[config.mk]
export PLATFORM = sky130hd
export DESIGN_NAME = brdest_trace
export DESIGN_NICKNAME = d
export VERILOG_FILES = /design/src/rtl/brdest_pkg.sv /design/src/rtl/brdest_ctrl.sv /design/src/rtl/brdest_datapath.sv /design/src/rtl/brdest_trace.sv
export SDC_FILE = /design/constraint.sdc
export NUM_CORES = 1
export LEC_CHECK = 0
export CELL_PAD_IN_SITES_DETAIL_PLACEMENT = 0
export CELL_PAD_IN_SITES_GLOBAL_PLACEMENT = 1
export CORE_MARGIN = 2
export CORE_UTILIZATION = 30
export DETAILED_ROUTE_END_ITERATION = 7
export DONT_BUFFER_PORTS = 1
export PLACE_DENSITY = 0.61
export SLEW_MARGIN = 20
export SYNTH_ARGS = -nofsm -noshare
export SYNTH_HDL_FRONTEND = slang
export SYNTH_SLANG_ARGS = --single-unit
[constraint.sdc]
create_clock -name clk -period 1.93 [get_ports clk]
set_input_delay 0.2895 -clock clk [delete_from_list [all_inputs] [get_ports clk]]
set_output_delay 0.2895 -clock clk [all_outputs]
set_load 0.05 [all_outputs]
[src/rtl/brdest_pkg.sv]
package brdest_pkg;
  localparam int ADDR_W = 28;
  localparam int WORD_W = 32;

  typedef struct packed {
    logic capture;
    logic clearFlag;
  } ctrlStrobes_t;
endpackage

[src/rtl/brdest_ctrl.sv]
module brdest_ctrl
  import brdest_pkg::*;
(
  input  logic         clk,
  input  logic         rst,
  input  logic         branchTaken,
  input  logic         fetchValid,
  input  logic         rdEn,
  output ctrlStrobes_t strobes
);
  logic armReg;
  logic armNext;

  always_comb begin
    armNext = armReg;
    if (branchTaken)
      armNext = 1'b1;
    else if (fetchValid && armReg)
      armNext = 1'b0;
  end

  always_ff @(posedge clk) begin
    if (rst) armReg <= 1'b0;
    else     armReg <= armNext;
  end

  always_comb begin
    strobes.capture   = fetchValid && armReg;
    strobes.clearFlag = rdEn;
  end

  // a consumed arm is dropped unless a new branch re-arms it
  a_r3_disarm_after_capture: assert property (@(posedge clk) disable iff (rst)
    (armReg && fetchValid && !branchTaken) |=> !armReg);

  // a branch always leaves the capture armed
  a_r8_branch_arms: assert property (@(posedge clk) disable iff (rst)
    branchTaken |=> armReg);

  // with no fetch and no branch the arm state holds
  a_r9_arm_holds: assert property (@(posedge clk) disable iff (rst)
    (!fetchValid && !branchTaken) |=> $stable(armReg));
endmodule

[src/rtl/brdest_datapath.sv]
module brdest_datapath
  import brdest_pkg::*;
(
  input  logic              clk,
  input  logic              rst,
  input  ctrlStrobes_t      strobes,
  input  logic [ADDR_W-1:0] fetchAddr,
  output logic [WORD_W-1:0] rdData
);
  localparam int RSV_W = WORD_W - 1 - ADDR_W;

  logic              flagReg;
  logic [ADDR_W-1:0] addrReg;

  always_ff @(posedge clk) begin
    if (rst) begin
      flagReg <= 1'b0;
      addrReg <= '0;
    end else if (strobes.capture) begin
      flagReg <= 1'b1;
      addrReg <= fetchAddr;
    end else if (strobes.clearFlag) begin
      flagReg <= 1'b0;
    end
  end

  assign rdData = {flagReg, {RSV_W{1'b0}}, addrReg};

  // a capture sets the flag and stores the address, read or not
  a_r2_capture_loads: assert property (@(posedge clk) disable iff (rst)
    strobes.capture |=> (flagReg && addrReg == $past(fetchAddr)));

  // a read without a capture clears the flag and keeps the address
  a_r5_read_clears: assert property (@(posedge clk) disable iff (rst)
    (strobes.clearFlag && !strobes.capture) |=> (!flagReg && $stable(addrReg)));

  // without a capture the address never changes
  a_r4_no_stray_load: assert property (@(posedge clk) disable iff (rst)
    !strobes.capture |=> $stable(addrReg));
endmodule

[src/rtl/brdest_trace.sv]
module brdest_trace
  import brdest_pkg::*;
(
  input  logic              clk,
  input  logic              rst,
  input  logic              branchTaken,
  input  logic              fetchValid,
  input  logic [ADDR_W-1:0] fetchAddr,
  input  logic              rdEn,
  output logic [WORD_W-1:0] rdData
);
  ctrlStrobes_t strobes;

  brdest_ctrl uCtrl (
    .clk         (clk),
    .rst         (rst),
    .branchTaken (branchTaken),
    .fetchValid  (fetchValid),
    .rdEn        (rdEn),
    .strobes     (strobes)
  );

  brdest_datapath uData (
    .clk       (clk),
    .rst       (rst),
    .strobes   (strobes),
    .fetchAddr (fetchAddr),
    .rdData    (rdData)
  );

  // reserved bits of the read word stay zero
  a_r6_reserved_zero: assert property (@(posedge clk) disable iff (rst)
    rdData[WORD_W-2:ADDR_W] == '0);

  // the cycle after reset the word is all zero
  a_r1_reset_clears: assert property (@(posedge clk)
    rst |=> rdData == '0);
endmodule

==> results by group <==
Timing
  – Achievable Freq: 799 MHz
  – Crit path time final: 1.25 ns
  – Number of setup violations in the final report: 0
  – Post-layout worst setup margin: 0.678 ns
  – Clock tree skew after final layout: 0.00471 ns
  – Least-Margin Pin Slew: 0.555 ns
  – Fraction of the cycle the final worst path needs: 64.9%
  – Hold slack: 0.0788 ns
  – Count of final max-slew check failures: 0
  – Final hold violation count: 0
  – Unrepaired setup endpoints after global routing: false
  – Final-layout setup total negative slack: 0 ns
  – Max-Slew Margin vs Limit: 63.0%

Finish
  – Area growth syn-to-layout: 2.54%
  – Number of standard cells in the layout, taps in and fillers out: 183
  – Ant diodes: 0
  – Share of post-route cells with drive strength above 1: 14.5%
  – Fraction of the core area covered by cells at the end of the flow: 32.3%
  – Total number of nets in the final design: 164
  – Commonest non-fill, non-tap cell in the layout: a21oi_1
  – Post-route standard cell area excluding fillers: 1420 um^2
  – Top library cells by usage in the layout, fill and taps aside: a21oi_1, dfxtp_1, a21bo_1

Global route
  – Met3 Resource Use GR: 4.92%
  – Met1 usage in global routing: 14.2%
  – Antenna violations before repair: 0
  – Busiest grt layer: met2
  – Pin count of the biggest net entering global routing: 59
  – Remaining global-route overflow: 0
  – Vias in the first global route: 927
  – Global-route wire length before repair: 4.76 mm
  – Global-route usage over all layers: 11.9%
  – Global-route met2 utilization: 18.6%

Power and ir drop
  – Peak supply drop: 0.000339 V
  – PnR Total Power: 1.29 mW
  – Leakage power: 0.487 nW
  – Cell area power density: 912 nW/um^2

Synthesis
  – Syn Inst Count: 140
  – Synthesized area divided by synthesized cell count: 9.86 um^2
  – Number of different library cells in the post-synthesis netlist: 14
  – Yosys warning count: 0
  – Sequential share of the synthesized area: 43.5%
  – Flop and latch count out of synthesis: 30
  – Synthesized cell area: 1380 um^2

Route
  – DRC violation total after the first TritonRoute iteration: 27
  – Routed WL per cell: 15.9 um
  – Detailed-route DRC error count: 0
  – Number of nets with antenna violations after detailed routing: 0
  – DR vias: 966
  – Total length of routed wires: 2.90 mm
  – Count of TritonRoute iterations in the first routing pass: 4
  – Via density per instance: 5.28

Clock network
  – Clock Tree Buf Depth: 2
  – TritonCTS buffer count: 5
  – Clock slew seen by the registers of the worst setup and hold paths: 0.06 ns
  – Clock sink count: 30
  – Number of gates given a new drive strength after cts: 0
  – Clock latency on the worst-skew pair: 0.27 ns
  – Number of setup buffers added after CTS: 0
  – CTS tree: yes
  – H-tree levels: 2
  – Cts-stage hold buffer count: 0
  – Clock root buffer: clkbuf_8

Worst setup path
  – Crit. End Element: flip-flop
  – Worst-path maximum fanout: 30
  – Crit Path Class: flip-flop to flip-flop
  – Worst EP arrival: 1.42 ns
  – R2R Setup Slk: 0.68 ns
  – Type of element launching the critical path: flip-flop
  – Data required, critical path: 2.09 ns

Placement
  – Quantity of I/O buffers inserted on ports: 0
  – Half-perimeter wire length of the detailed placement result: 1.92 mm
  – Instance area after placement: 1340 um^2
  – Cell count after placement: 176
  – Worst slack at placement: 0.676 ns
  – Global placement routability congestion: 0.656

Floorplanning
  – Horizontal die dimension: 71.8 um
  – Area of the die: 5160 um^2
  – Effective utilization at floorplan: 31.5%
  – Die H: 71.8 um
  – Num ports: 65
  – Core area: 4380 um^2
  – Number of rows in the core area: 24

Hold path
  – Worst hold path type: input port to flip-flop

Run
  – # Max-Cap Violations: 0

Run status
  – Status: completed
==> sequential cells by signal, summed over array words and instances, names as in the netlist <==
signal and count:
uData.addrReg 28, uCtrl.armReg 1, uData.flagReg 1
==> final cells by class <==
cell class,instances,area [um^2]
multi-input cells,92,648
clock buffers,7,76.3
flip-flops and latches,30,602
inverters,1,3.75
fillers,434,2970
well taps,52,65.1
repair buffers,1,20.0
==> synth_stat cells <==
library cell	number	area [um^2]
conb_1	1	3.75
inv_1	1	3.75
a21bo_2	2	20.0
buf_4	5	37.5
nand3_2	10	100
buf_6	5	56.3
nand2_1	1	3.75
buf_2	6	30.0
nand3_1	18	90.1
a21bo_1	26	260
clkbuf_1	3	11.3
a21oi_1	30	150
nand2b_1	2	12.5
dfxtp_1	30	601
==> layer usage <==
| metal | vias to the layer above | wire length [um] |
|---|---|---|
| met5 | - | 0 |
| met4 | 0 | 55 |
| met3 | 6 | 269 |
| met2 | 41 | 1400 |
| met1 | 454 | 1180 |
| li1 | 465 | - |
==> power by group <==
part / internal, mW / switching, mW / total [mW] / leakage (nW)
clock: 0.248 / 0.215 / 0.462 / 0.0383
sequential: 0.644 / 0.105 / 0.749 / 0.244
combinational: 0.0391 / 0.0402 / 0.0792 / 0.204
total: 0.931 / 0.360 / 1.29 / 0.487
==> logic make-up (layout without fill, tap and decap cells) <==
group / after synthesis / after routing / synth area share, %
other: 1 / 3 / 0.272
buffers and inverters: 20 / 9 / 10.1
and+or+nand+nor: 31 / 31 / 15.0
DFF: 30 / 30 / 43.5
AOI/OAI and AO/OA: 58 / 58 / 31.2
==> final timing paths <==
kind                     start                end  cells past startpoint
setup / recovery  uCtrl.armReg   uData.addrReg[0]                      3
hold / removal             rst       uCtrl.armReg                      1
setup reg to reg  uCtrl.armReg   uData.addrReg[0]                      3
hold reg to reg   uCtrl.armReg  uData.addrReg[13]                      2
==> critical path, cell delays in order (launching register included) <==
cell	delay [ns]
dfxtp_2	0.68
buf_12	0.25
a21bo_1	0.14
a21oi_1	0.06
Power figures use the tool's default switching activity.
